$ cat src/rtl/tsr_pkg.sv
package tsr_pkg;

  typedef enum logic [2:0] {
    SINK_NONE,
    SINK_VID,
    SINK_TS,
    SINK_STC,
    SINK_CLASH
  } sink_e;

  function automatic logic [1:0] sel_count(input logic v, input logic t, input logic s);
    return {1'b0, v} + {1'b0, t} + {1'b0, s};
  endfunction

  function automatic sink_e classify(input logic hit, input logic v,
                                     input logic t, input logic s);
    if (!hit)                     return SINK_NONE;
    if (sel_count(v, t, s) > 2'd1) return SINK_CLASH;
    if (v)                        return SINK_VID;
    if (t)                        return SINK_TS;
    if (s)                        return SINK_STC;
    return SINK_NONE;
  endfunction

endpackage

$ cat src/rtl/tsr_front.sv
module tsr_front
  import tsr_pkg::*;
(
  input  logic clk,
  input  logic rst_n,
  input  logic strobe,
  input  logic vid_en_n,
  input  logic ts_en,
  input  logic stc_en,
  output logic edge_ev,
  output logic take_vid,
  output logic take_ts,
  output logic take_stc,
  output logic clash_ev
);
  logic  strobe_q;
  sink_e sink;

  always_ff @(posedge clk or negedge rst_n) begin
    if (!rst_n) strobe_q <= 1'b0;
    else        strobe_q <= strobe;
  end

  assign edge_ev  = strobe & ~strobe_q;
  assign sink     = classify(edge_ev, ~vid_en_n, ts_en, stc_en);
  assign take_vid = (sink == SINK_VID);
  assign take_ts  = (sink == SINK_TS);
  assign take_stc = (sink == SINK_STC);
  assign clash_ev = (sink == SINK_CLASH);
endmodule

$ cat src/rtl/tsr_vid_slot.sv
module tsr_vid_slot #(
  parameter int DW = 8
) (
  input  logic          clk,
  input  logic          rst_n,
  input  logic          take,
  input  logic [DW-1:0] byte_in,
  input  logic          ready,
  output logic          valid,
  output logic [DW-1:0] data,
  output logic          load_ev
);
  logic free;

  assign free    = ~valid | ready;
  assign load_ev = take & free;

  always_ff @(posedge clk or negedge rst_n) begin
    if (!rst_n) begin
      valid <= 1'b0;
      data  <= '0;
    end else if (load_ev) begin
      valid <= 1'b1;
      data  <= byte_in;
    end else if (valid && ready) begin
      valid <= 1'b0;
    end
  end
endmodule

$ cat src/rtl/tsr_word_acc.sv
module tsr_word_acc #(
  parameter int DW     = 8,
  parameter int NBYTES = 5
) (
  input  logic               clk,
  input  logic               rst_n,
  input  logic               en_lvl,
  input  logic               take,
  input  logic [DW-1:0]      byte_in,
  output logic [DW*NBYTES-1:0] word,
  output logic               done
);
  localparam int W  = DW * NBYTES;
  localparam int CW = (NBYTES > 1) ? $clog2(NBYTES) : 1;
  localparam logic [CW-1:0] LAST = CW'(NBYTES - 1);

  logic [W-1:0]  shreg;
  logic [W-1:0]  shreg_nx;
  logic [CW-1:0] cnt;

  function automatic logic [W-1:0] push_byte(input logic [W-1:0] acc,
                                             input logic [DW-1:0] b);
    return {acc[W-DW-1:0], b};
  endfunction

  assign shreg_nx = push_byte(shreg, byte_in);

  always_ff @(posedge clk or negedge rst_n) begin
    if (!rst_n) begin
      shreg <= '0;
      word  <= '0;
      cnt   <= '0;
      done  <= 1'b0;
    end else begin
      done <= 1'b0;
      if (!en_lvl) begin
        cnt <= '0;
      end else if (take) begin
        shreg <= shreg_nx;
        if (cnt == LAST) begin
          word <= shreg_nx;
          done <= 1'b1;
          cnt  <= '0;
        end else begin
          cnt <= cnt + 1'b1;
        end
      end
    end
  end
endmodule

$ cat src/rtl/tsin_router.sv
module tsin_router #(
  parameter int DW     = 8,
  parameter int NBYTES = 5,
  localparam int W     = DW * NBYTES
) (
  input  logic          clk,
  input  logic          rst_n,
  input  logic [DW-1:0] up_data,
  input  logic          up_strobe,
  input  logic          up_vid_en_n,
  input  logic          up_ts_en,
  input  logic          up_stc_en,
  output logic          up_req_n,
  output logic [DW-1:0] vs_data,
  output logic          vs_valid,
  input  logic          vs_ready,
  output logic [W-1:0]  ts_word,
  output logic          ts_done,
  output logic [W-1:0]  stc_word,
  output logic          stc_done,
  output logic          clash_err
);
  logic edge_ev, take_vid, take_ts, take_stc, clash_ev, vid_load;

  tsr_front u_front (
    .clk(clk), .rst_n(rst_n), .strobe(up_strobe),
    .vid_en_n(up_vid_en_n), .ts_en(up_ts_en), .stc_en(up_stc_en),
    .edge_ev(edge_ev), .take_vid(take_vid), .take_ts(take_ts),
    .take_stc(take_stc), .clash_ev(clash_ev)
  );

  tsr_vid_slot #(.DW(DW)) u_vid (
    .clk(clk), .rst_n(rst_n), .take(take_vid), .byte_in(up_data),
    .ready(vs_ready), .valid(vs_valid), .data(vs_data), .load_ev(vid_load)
  );

  tsr_word_acc #(.DW(DW), .NBYTES(NBYTES)) u_ts (
    .clk(clk), .rst_n(rst_n), .en_lvl(up_ts_en), .take(take_ts),
    .byte_in(up_data), .word(ts_word), .done(ts_done)
  );

  tsr_word_acc #(.DW(DW), .NBYTES(NBYTES)) u_stc (
    .clk(clk), .rst_n(rst_n), .en_lvl(up_stc_en), .take(take_stc),
    .byte_in(up_data), .word(stc_word), .done(stc_done)
  );

  always_ff @(posedge clk or negedge rst_n) begin
    if (!rst_n)        clash_err <= 1'b0;
    else if (clash_ev) clash_err <= 1'b1;
  end

  assign up_req_n = ~(rst_n & vs_ready);
endmodule

$ cat config.mk
export PLATFORM = sky130hd
export DESIGN_NAME = tsin_router
export DESIGN_NICKNAME = d
export VERILOG_FILES = /design/src/rtl/tsr_pkg.sv /design/src/rtl/tsr_front.sv /design/src/rtl/tsr_vid_slot.sv /design/src/rtl/tsr_word_acc.sv /design/src/rtl/tsin_router.sv
export SDC_FILE = /design/constraint.sdc
export NUM_CORES = 1
export LEC_CHECK = 0
export ABC_CLOCK_PERIOD_IN_PS = 2300
export BUFFER_PORTS_ARGS = -buffer_cell sky130_fd_sc_hd__buf_2
export CELL_PAD_IN_SITES_DETAIL_PLACEMENT = 1
export CELL_PAD_IN_SITES_GLOBAL_PLACEMENT = 1
export CORE_MARGIN = 5
export CORE_UTILIZATION = 44
export CTS_CLUSTER_DIAMETER = 60
export DETAILED_ROUTE_END_ITERATION = 10
export PLACE_DENSITY_LB_ADDON = 0.1
export SYNTH_ARGS = -nofsm -noshare
export SYNTH_HDL_FRONTEND = slang
export SYNTH_HIERARCHICAL = 1
export SYNTH_SLANG_ARGS = --single-unit
$ cat constraint.sdc
create_clock -name clk -period 2.3 [get_ports clk]
set_input_delay 0.69 -clock clk [delete_from_list [all_inputs] [get_ports clk]]
set_output_delay 0.69 -clock clk [all_outputs]
set_load 0.02 [all_outputs]
# Yosys cells after proc, flatten, opt, wreduce, memory -nomap -nowiden
# Cells that the tools add are included.
# totals
ram_bits,0
reg_bits,163
inputBits,15
latch_bits,0
romBits,0
memories,0
out_inout_bits,93
wordCells,77
# op_classes
eq_ne,8
n_mul,0
reduce_logical,6
div,0
mux,38
magnitude_cmp,1
n_bitwise,8
n_shift,0
n_addsub,4
# ops
operator,n
3-bit 2-to-1 mux,16
1-bit 2-to-1 mux,22
"3-bit == test, second input constant",3
"3-bit by 1-bit adder with 3-bit output, second input constant",2
"3-bit by 2-bit == test with 1-bit output, second input constant",2
3-bit AND reduction,2
"2-bit by 1-bit inequality test with 1-bit output, second input constant",2
1-bit NOT,4
2-bit AND reduction,2
1-bit AND,3
"3-bit by 1-bit == test with 1-bit output, second input constant",1
1-bit by 1-bit adder with 2-bit output,1
2-bit by 1-bit adder with 2-bit output,1
"2-bit by 1-bit > comparator with 1-bit output, second input constant",1
2-bit nonzero test,1
1-bit logical AND,1
1-bit bitwise OR,1

# Depth between registers and ports, before layout
# Gate-level depths: netlist of the first run.
# depth
ltp_word,23
depth_mapped,7
mapped_depth_nobuf,7

# Hierarchy
# The synthesis of the first run kept the hierarchy.
# modules_own_cells
mod,instances,seq_area_each_um2,area_per_inst_um2,cells_per_inst
tsr_word_acc,2,1901.8,2909.0,173
tsr_vid_slot,1,225.2,381.6,21
tsr_front,1,25.0,108.9,11
tsin_router,1,25.0,35.0,3

# Worst setup path after synthesis of the first run
# Ideal clock, no wire load.
# synth_timing
kind,input port to flip-flop
start,input port up_vid_en_n
end,register u_stc.word[14]
n_path_buf,1
setup_time_ns,0.125
stages,7
arrival_time_ns,2.493
required_time_ns,2.175
setup_slack_ns,-0.318
cell_sequence,inv_1 ha_1 nand4bb_1 nor3b_1 nand4_4 clkbuf_8 mux2_4
# synth_via
elab_chain_len,15
elab_cells_between_ends,20
cone_classes,add/sub: 2; order compare: 1; eq/ne: 1; mux: 14; bitwise: 1; reduce/logical: 1
# synth_lines
item,line,rtl
"start, declared",tsin_router.sv:10,"input logic up_vid_en_n,"
1-bit NOT,tsr_front.sv:25,"assign sink = classify(edge_ev, ~vid_en_n, ts_en, stc_en);"
1-bit by 1-bit adder with 2-bit output,tsr_pkg.sv:12,"return {1'b0, v} + {1'b0, t} + {1'b0, s};"
2-bit by 1-bit adder with 2-bit output,tsr_pkg.sv:12,
2-bit by 1-bit > comparator with 1-bit output,tsr_pkg.sv:18,"if (sel_count(v, t, s) > 2'd1) return SINK_CLASH;"
3-bit 2-to-1 mux,tsr_pkg.sv:18,
3-bit 2-to-1 mux,tsr_pkg.sv:19,if (v) return SINK_VID;
3-bit 2-to-1 mux,tsr_pkg.sv:20,if (t) return SINK_TS;
3-bit 2-to-1 mux,tsr_pkg.sv:21,if (s) return SINK_STC;
3-bit 2-to-1 mux,tsr_pkg.sv:22,return SINK_NONE;
3-bit 2-to-1 mux,tsr_pkg.sv:21,
3-bit 2-to-1 mux,tsr_pkg.sv:20,
3-bit 2-to-1 mux *,tsr_pkg.sv:19,
3-bit 2-to-1 mux *,tsr_pkg.sv:18,
3-bit by 2-bit == test with 1-bit output *,tsr_front.sv:28,assign take_stc = (sink == SINK_STC);
via take_stc,tsin_router.sv:23,"logic edge_ev, take_vid, take_ts, take_stc, clash_ev, vid_load;"
3-bit AND reduction (no line) *,n/a,
"end signal, assigned",tsr_word_acc.sv:41,word <= shreg_nx;
"end, declared",tsr_word_acc.sv:10,"output logic [DW*NBYTES-1:0] word,"
# The timed path passes the listed nets; every way through them passes the cells marked *. The select of a mux whose other input is x is not followed.
# A chain may end at the register's enable or synchronous reset.

# Worst setup path after layout of the first run
# Ends and elaborated chain as after synthesis.

==> results of run 1 <==
## routing by layer
layer  share of wire (%)  wire (µm)  vias up
li1                    -          -     1591
met1                  42       5410     1853
met2                  52       6590       77
met3                 4.5        576       14
met4                 1.4        182        0
met5                   0          0        -
## path summary, 6_finish.rpt
check	cells past startpoint	startpoint	end
worst max-delay path	8	up_vid_en_n	u_stc/word[14]
worst min-delay path	2	rst_n	u_ts/shreg[24]
worst max register to register	5	u_front/strobe_q	u_stc/word[14]
worst min register to register	1	clash_err	clash_err
max in group asynchronous	2	rst_n	u_stc/cnt[2]
min in group clk	1	clash_err	clash_err
## critical path: stages
cell and delay, ns:
buf_2 0.09, inv_1 0.04, ha_1 0.20, nand4bb_4 0.26, nor3b_4 0.29, nand4_4 0.12, buf_12 0.20, mux2_4 0.32
## area by class of cell
cell class | count | area [µm²] | area share, %
repair buffers | 122 | 717 | 9.08
well taps | 180 | 225 | 2.85
clock inverters | 14 | 258 | 3.26
clock buffers | 18 | 439 | 5.56
multi-input cells | 195 | 2150 | 27.3
inverters | 7 | 26.3 | 0.333
flip-flops and latches | 163 | 4080 | 51.7
## sequential cells by signal, summed over array words and instances (netlist names)
register / count
u_ts/word: 40
u_vid/data: 8
u_vid/valid: 1
u_stc/shreg: 32
clash_err: 1
u_stc/cnt: 3
u_ts/done: 1
u_stc/done: 1
u_stc/word: 40
u_ts/cnt: 3
u_ts/shreg: 32
u_front/strobe_q: 1
## metrics by stage
stage / hold slack (ns) / worst slack [ns] / cells / util (%)
2_1_floorplan: 0.394 / 0.0122 / 379 / -
3_3_place_gp: 0.450 / -0.0336 / 667 / 51.5
3_5_place_dp: 0.449 / -0.0977 / 667 / 51.5
4_1_cts: 0.410 / 0.354 / 699 / 56.4
5_1_grt: 0.431 / 0.264 / 699 / 56.4
6_report: 0.391 / 0.336 / 699 / 56.4
## power breakdown
| part | total (mW) | internal (mW) | switching [mW] |
|---|---|---|---|
| clock network | 3.27 | 2.17 | 1.10 |
| registers | 3.10 | 3.00 | 0.0969 |
| logic | 0.382 | 0.182 | 0.200 |
==> metrics, run 1 <==
antenna diode count=0; Final Slew Violations=0; sum of negative setup slack=0 ns; clock insertion delay at the later pin of the skew report=about 0.4 ns; Arr. time, crit path=approximately 2.3 ns; peak ir drop on the vdd network=~0.00040 V; placer congestion estimate=0.700; average cell area after synthesis=about 17 µm²; worst reg-to-reg setup slack=slightly below 0.6 ns; total setup violations reported at the end of the flow=0; f_max=509 MHz; Core ar.=14,000 µm²; worst-case clock skew=about 0.0057 ns; count of TritonRoute iterations in the first routing pass=4; violation count after the first detailed-route iteration=210; fraction of met1 tracks used by global routing=between 20 and 25%; number of maximum-capacitance violations=0; TritonCTS Buffers=17; Leak=approximately 4.3 nW; dpl hpwl=8.49 mm; x dimension of the die=approximately 130 µm; vias per cell=5.06; final layout net count=approximately 530; layout filler cell count=between 1,000 and 1,500; number of I/O pins=roughly 110; gr usage total=around 16%; number of hold buffers added after cts=0; Post CTS Setup Buffer Count=0; clock tree from TritonCTS=yes; total power of the final layout=6.75 mW; required time of the critical path=approximately 2.6 ns; global-route wire length before repair=roughly 21 mm; total nets after synthesis=399; most frequent cells in the layout=163 x dfrtp_1, 138 x mux2_2, 106 x buf_2; fraction of met2 tracks used by global routing=a little over a quarter; final routed wirelength across all metal layers=approximately 13 mm; clock tree root driver cell=clkbuf_16; Cells after Synth=379; transition time at the pin with the least slew margin=around 0.66 ns; depth of the CTS H-tree=4; outcome=finished clean; post-route ant nets=0; most common cell after layout, fill and taps aside=dfrtp_1; number of antenna violations at the first check in global routing=0; setup repair after global routing missed its margin=no; capturing element type of the critical path=flop; number of warnings printed during yosys synthesis=6; Worst Path Max Fanout=roughly 40; largest net degree at the start of global routing=110; final global-route overflow total=0; total die area=between 15,000 and 20,000 µm²; critical path startpoint category=input pin; Port Buf Inserts=roughly 110; drt wl/cell=18.3 µm; via count of the first global-routing pass=3,905; GRT busiest layer=met2; placement-stage cell area=about 7200 µm²; area delta synth->final=24.6%; M3 GR Usage=between 3 and 4%; Crit Path Class=input pin to flop; chip height=between 100 and 150 µm; number of hold violations in the final report=0; class of the tightest hold or removal check=input pin to asynchronous set/reset pin; DRC=0; largest buffer count on any clock path=2; power density over the cells=855 nW/µm²; Netlist Area Pre-Place=about 6300 µm²; proportion of layout cells with a drive suffix above 1=between 60% and 70%; effective utilization at floorplan=45.3%; final design instance area without fill=about 7900 µm²; Period minus WS final=just under 2 ns; Vias=roughly 3,500; number of clock sinks=roughly 160; post-cts gate resize count=0; clock-pin slew of the registers on the worst-case setup and hold paths=roughly 0.060 ns; row cnt=43; Max-Slew Margin vs Limit=55.9%; Final Cycle Share=85.4%
No activity file was read; power rests on OpenSTA's default activity.
==> run 2, diff against run 1 <==
--- a/config.mk
+++ b/config.mk
@@ -13,7 +13,7 @@
 export CORE_UTILIZATION = 44
 export CTS_CLUSTER_DIAMETER = 60
 export DETAILED_ROUTE_END_ITERATION = 10
-export PLACE_DENSITY_LB_ADDON = 0.1
+export PLACE_DENSITY = 0.84
 export SYNTH_ARGS = -nofsm -noshare
 export SYNTH_HDL_FRONTEND = slang
 export SYNTH_HIERARCHICAL = 1
==> metrics, run 2 (synthesized netlist as in run 1, its figures left out) <==
Crit-path slowest cell=a2111oi_2; depth of the CTS H-tree=4 (unchanged); via count of the first global-routing pass=4,086 (+4.6%); antenna diode count=0 (unchanged); Port Buf Inserts=107 (unchanged); row cnt=43 (unchanged); gr usage total=17.3% (+1.1 points); Vias=3,506 (-0.82%); capturing element type of the critical path=flop; sum of negative setup slack=0 ns (unchanged); final global-route overflow total=0 (unchanged); peak ir drop on the vdd network=0.000522 V (+29%); clock tree from TritonCTS=yes; transition time at the pin with the least slew margin=0.850 ns (+0.189 ns); Arr. time, crit path=2.31 ns (+0.05 ns); most common cell after layout, fill and taps aside=dfrtp_1; clock network fraction of total power=44.7% (-3.8 points); number of maximum-capacitance violations=0 (unchanged); vias per cell=5.04 (-0.25%); Leak=4.28 nW (-1.2%); Largest regs=u_stc/word (40), u_ts/word (40); clock-pin slew of the registers on the worst-case setup and hold paths=0.06 ns (about the same); ordered list of cells on the worst path=buf_2, inv_1, ha_1, buf_4, a2111oi_2, buf_4, nand2_4, mux2_4; total placed cells including tap cells=665 (-0.30%); smallest setup slack after layout=0.284 ns (-0.0519 ns); placer congestion estimate=0.737 (+5.3%); M3 GR Usage=4.26% (+0.49 points); Post CTS Setup Buffer Count=0 (unchanged); sequential fraction of design power=49.2% (+3.3 points); x dimension of the die=130 µm (unchanged); power spent charging and discharging nets=1.35 mW (-3.4%); delay of the slowest critical-path stage=0.44 ns (+0.12 ns); worst slack at placement=-0.146 ns (-0.0482 ns); Final Slew Violations=0 (unchanged); setup repair after global routing missed its margin=no; Core ar.=14,000 µm² (unchanged); worst-case clock skew=0.00843 ns (+0.00278 ns); final routed wirelength across all metal layers=13.3 mm (+4.5%); chip height=130 µm (unchanged); largest net degree at the start of global routing=164 (+49%); fraction of met1 tracks used by global routing=21.1% (+0.32 points); most frequent cells in the layout=163 x dfrtp_1, 138 x mux2_2, 106 x buf_2; number of I/O pins=108 (unchanged); number of antenna violations at the first check in global routing=0 (unchanged); total power of the final layout=6.29 mW (-6.8%); DRC=0 (unchanged); outcome=finished clean; Final Non-Filler Cells=695 (-0.57%); post-route ant nets=0 (unchanged); f_max=496 MHz (-2.6%); global-route wire length before repair=22.3 mm (+6.2%); GRT busiest layer=met2; total setup violations reported at the end of the flow=0 (unchanged); power density over the cells=809 nW/µm² (-5.4%); number of clock sinks=163 (unchanged); Critical path origin=up_vid_en_n; required time of the critical path=2.60 ns (about the same); layout filler cell count=1,381 (+2.7%); TritonCTS Buffers=17 (unchanged); largest buffer count on any clock path=2 (unchanged); clock tree root driver cell=clkbuf_16; fraction of power spent switching nets=21.5% (+0.76 points); Final Cycle Share=87.7% (+2.3 points); violation count after the first detailed-route iteration=163 (-22%); Period minus WS final=2.02 ns (+0.0519 ns); critical path startpoint category=input pin; Reg2Reg Launch Point=u_front/strobe_q; combinational fraction of design power=6.1% (+0.4 points); final layout net count=524 (-0.38%); Crit Path Class=input pin to flop; area delta synth->final=22.7%; class of the tightest hold or removal check=input pin to asynchronous set/reset pin; effective utilization at floorplan=45.3% (unchanged); post-cts gate resize count=0 (unchanged); clock insertion delay at the later pin of the skew report=0.42 ns (about the same); dpl hpwl=8.65 mm (+1.9%); internal portion of total power=4.94 mW (-7.7%); number of hold violations in the final report=0 (unchanged); fraction of met2 tracks used by global routing=29.5% (+2.3 points); count of TritonRoute iterations in the first routing pass=4 (unchanged); Worst Path Max Fanout=8 (-80%); proportion of layout cells with a drive suffix above 1=60.2% (-0.88 points); Max-Slew Margin vs Limit=43.3% (-13 points); drt wl/cell=19.2 µm (+5.1%); number of hold buffers added after cts=0 (unchanged); most common cell type on the critical path=buf_4; total die area=16,900 µm² (unchanged)
## run 2: changes by cell type in the layout (fill, tap and decap cells not counted)
cell,change
clkinvlp_4,-2
clkbuf_1,+3
clkinv_4,-2
clkbuf_8,+5
clkinv_2,-1
bufinv_16,-5
buf_4,-2
## run 2: power by group through the flow
stage / logic, mW / registers, mW / clock network [mW]
global placement: 0.375 / 3.13 / 0
floorplan: 0.170 / 3.16 / 0
global route: 0.426 / 3.11 / 3.00
detailed placement: 0.392 / 3.15 / 0
finish: 0.386 / 3.10 / 2.81
CTS: 0.396 / 3.10 / 2.88
## run 2: stage by stage
step                      area (µm²)  util, %  hold WS (ns)
after global placement          7180     51.4         0.452
after CTS                       7770     55.6         0.437
final                           7770     55.6         0.417
after floorplan                 6370        -         0.394
after global routing            7770     55.6         0.440
after detailed placement        7180     51.4         0.451
## run 2: layout make-up
class / instances / area [µm²] / share of cell area, %
clock buffers: 26 / 519 / 6.68
clock inverters: 4 / 70.1 / 0.901
inverters: 7 / 26.3 / 0.338
multi-input cells: 195 / 2150 / 27.7
flip-flops and latches: 163 / 4080 / 52.5
well taps: 180 / 225 / 2.90
repair buffers: 120 / 702 / 9.03
## run 2: layer usage
metal / up-vias / wire length (µm)
met1: 1833 / 5430
met3: 18 / 621
met4: 0 / 235
met5: - / 0
li1: 1577 / -
met2: 78 / 7060
## run 2: worst max-delay path, delay by kind of cell
family / cells / cell delay [ns]
buf+inv: 4 / 0.51
compound gates: 1 / 0.44
mux: 1 / 0.33
fa+ha+maj: 1 / 0.22
simple gates: 1 / 0.13
## run 2: final timing paths
path                       depth (start not counted)                to  slack, ns
setup / recovery                                   8     u_vid/data[0]       0.28
hold / removal                                     2    u_ts/shreg[18]       0.42
setup reg to reg                                   5    u_stc/word[19]       0.58
hold reg to reg                                    1         clash_err       0.47
max in group asynchronous                          2    u_stc/word[23]       1.26
min in group clk                                   1  u_front/strobe_q       0.46
==> run 3, diff against run 2 <==
--- a/config.mk
+++ b/config.mk
@@ -5,15 +5,16 @@
 export SDC_FILE = /design/constraint.sdc
 export NUM_CORES = 1
 export LEC_CHECK = 0
+export ABC_AREA = 1
 export ABC_CLOCK_PERIOD_IN_PS = 2300
 export BUFFER_PORTS_ARGS = -buffer_cell sky130_fd_sc_hd__buf_2
 export CELL_PAD_IN_SITES_DETAIL_PLACEMENT = 1
 export CELL_PAD_IN_SITES_GLOBAL_PLACEMENT = 1
 export CORE_MARGIN = 5
-export CORE_UTILIZATION = 44
+export CORE_UTILIZATION = 42
 export CTS_CLUSTER_DIAMETER = 60
 export DETAILED_ROUTE_END_ITERATION = 10
-export PLACE_DENSITY = 0.84
+export PLACE_DENSITY = 0.88
 export SYNTH_ARGS = -nofsm -noshare
 export SYNTH_HDL_FRONTEND = slang
 export SYNTH_HIERARCHICAL = 1
==> metrics, run 3 <==
number of antenna violations at the first check in global routing=0 (unchanged); Reg2Reg Launch Point=u_front/strobe_q; number of clock sinks=163 (unchanged); Post-Route Hold Slack=0.382 ns (-0.0350 ns); number of hold violations in the final report=0 (unchanged); most common cell after layout, fill and taps aside=nand2_1; depth of the CTS H-tree=4 (unchanged); Arr. time, crit path=2.23 ns (-0.08 ns); Leak=4.82 nW (+13%); Crit-path slowest cell=ha_1; Worst Path Max Fanout=32 (+24); chip height=135 µm (+3.5%); number of warnings printed during yosys synthesis=6 (unchanged); number of maximum-capacitance violations=0 (unchanged); via count of the first global-routing pass=5,299 (+30%); Post CTS Setup Buffer Count=0 (unchanged); worst slack at placement=-0.0789 ns (+0.0669 ns); dpl hpwl=11.1 mm (+28%); number of cells on the worst reg-to-reg path=9 (+4); required time of the critical path=2.59 ns (about the same); total setup violations reported at the end of the flow=0 (unchanged); Final Cycle Share=84.6% (-3.1 points); number of hold buffers added after cts=0 (unchanged); antenna diode count=0 (unchanged); smallest setup slack after layout=0.354 ns (+0.0704 ns); worst-case clock skew=0.00987 ns (+0.00144 ns); number of I/O pins=108 (unchanged); Port Buf Inserts=107 (unchanged); total nets after synthesis=746 (+87%); most frequent cells in the layout=470 x nand2_1, 163 x dfrtp_1, 106 x buf_2; Netlist Area Pre-Place=6520 µm² (+2.9%); GRT busiest layer=met2; Util after Layout=51.7% (-3.9 points); final layout net count=865 (+65%); Cells after Synth=726 (+92%); violation count after the first detailed-route iteration=279 (+71%); delay of the slowest critical-path stage=0.28 ns (-0.16 ns); largest net degree at the start of global routing=164 (unchanged); global-route wire length before repair=27.1 mm (+22%); ordered list of cells on the worst path=buf_2, inv_2, ha_1, nand2_1, nand2_1, nor2_1, nand2_1, nor2_1, nand2_4, buf_4, nand2_1, o21ai_0; row cnt=45 (+4.7%); most common cell type on the critical path=nand2_1; TritonCTS Buffers=17 (unchanged); capturing element type of the critical path=flop; clock insertion delay at the later pin of the skew report=0.43 ns (about the same); Vias=5,032 (+44%); final routed wirelength across all metal layers=16.2 mm (+22%); Period minus WS final=1.95 ns (-0.0704 ns); clock tree from TritonCTS=yes; DRC=0 (unchanged); transition time at the pin with the least slew margin=0.874 ns (+0.0234 ns); fraction of met1 tracks used by global routing=25.8% (+4.8 points); peak ir drop on the vdd network=0.000546 V (+4.7%); vias per cell=4.81 (-4.6%); hold path start=up_strobe; Crit Path Class=input pin to flop; average cell area after synthesis=8.98 µm² (-46%); Largest regs=u_stc/word (40), u_ts/word (40); clock-pin slew of the registers on the worst-case setup and hold paths=0.07 ns (about the same); clock tree root driver cell=clkbuf_16; post-route ant nets=0 (unchanged); power density over the cells=824 nW/µm² (+1.8%); count of TritonRoute iterations in the first routing pass=4 (unchanged); Hold Path Sink=u_front/strobe_q; proportion of layout cells with a drive suffix above 1=20.7% (-39 points); placement-stage cell area=7270 µm² (+1.2%); class of the tightest hold or removal check=input pin to flop; setup repair after global routing missed its margin=no; final design instance area without fill=7860 µm² (+1.1%); outcome=finished clean; largest buffer count on any clock path=2 (unchanged); Max-Slew Margin vs Limit=41.7% (-1.6 points); fraction of met2 tracks used by global routing=30.1% (+0.57 points); reg-to-reg critical path endpoint=u_stc/shreg[31]; M3 GR Usage=4.36% (+0.10 points); x dimension of the die=135 µm (+3.5%); placer congestion estimate=0.726 (-1.5%); worst reg-to-reg setup slack=0.68 ns (+0.10 ns); gr usage total=18.9% (+1.6 points); Final Slew Violations=0 (unchanged); Core ar.=15,200 µm² (+8.7%); final global-route overflow total=0 (unchanged); critical path startpoint category=input pin; post-cts gate resize count=0 (unchanged); f_max=514 MHz (+3.6%); area delta synth->final=20.6%; drt wl/cell=15.5 µm (-19%); Hold Path Depth=1; total die area=18,100 µm² (+7.2%); effective utilization at floorplan=42.9% (-2.4 points)
-- run 3: power breakdown --
part	switching, mW	internal [mW]	leakage [nW]
combinational	0.288	0.140	2.30
sequential	0.163	3.06	2.23
clock	1.11	1.71	0.297
-- run 3: worst max-delay path, delay by kind of cell --
family | cells | cell delay [ns]
simple gates | 7 | 0.77
compound gates | 1 | 0.09
buf+inv | 3 | 0.40
fa+ha+maj | 1 | 0.28
-- run 3: metrics by stage --
step | total power [mW] | cells | TNS, ns
3_5_place_dp | 3.71 | 1014 | -2.44
3_3_place_gp | 3.67 | 1014 | 0
4_1_cts | 6.55 | 1046 | 0
5_1_grt | 6.76 | 1046 | 0
2_1_floorplan | 3.46 | 726 | 0
6_report | 6.47 | 1046 | 0
-- run 3: layout make-up --
type	instances	area, µm²
fill	1828	7340
sequential	163	4080
multi-input combinational	510	2080
timing repair buffer	129	782
clock buffer	23	488
tap	188	235
clock inverter	9	103
inverter	24	95.1
-- run 3: how the worst max path moves through the flow --
stage / depth (start not counted) / slack (ns) / endpoint / startpoint
after floorplan: 11 / 0.22 / u_ts/word[0] / up_vid_en_n
after global placement: 13 / 0.02 / u_ts/word[0] / up_vid_en_n
after detailed placement: 12 / -0.08 / u_stc/shreg[31] / up_vid_en_n
after CTS: 12 / 0.37 / u_stc/shreg[31] / up_vid_en_n
after global routing: 14 / 0.22 / u_stc/word[7] / up_vid_en_n
final: 12 / 0.35 / u_stc/shreg[31] / up_vid_en_n
-- run 3: routing by layer --
| layer | part of all wire (%) | wire length (µm) | vias up |
|---|---|---|---|
| li1 | - | - | 2426 |
| met4 | 1.4 | 232 | 0 |
| met5 | 0 | 0 | - |
| met1 | 47 | 7610 | 2486 |
| met3 | 4.6 | 746 | 18 |
| met2 | 47 | 7620 | 102 |
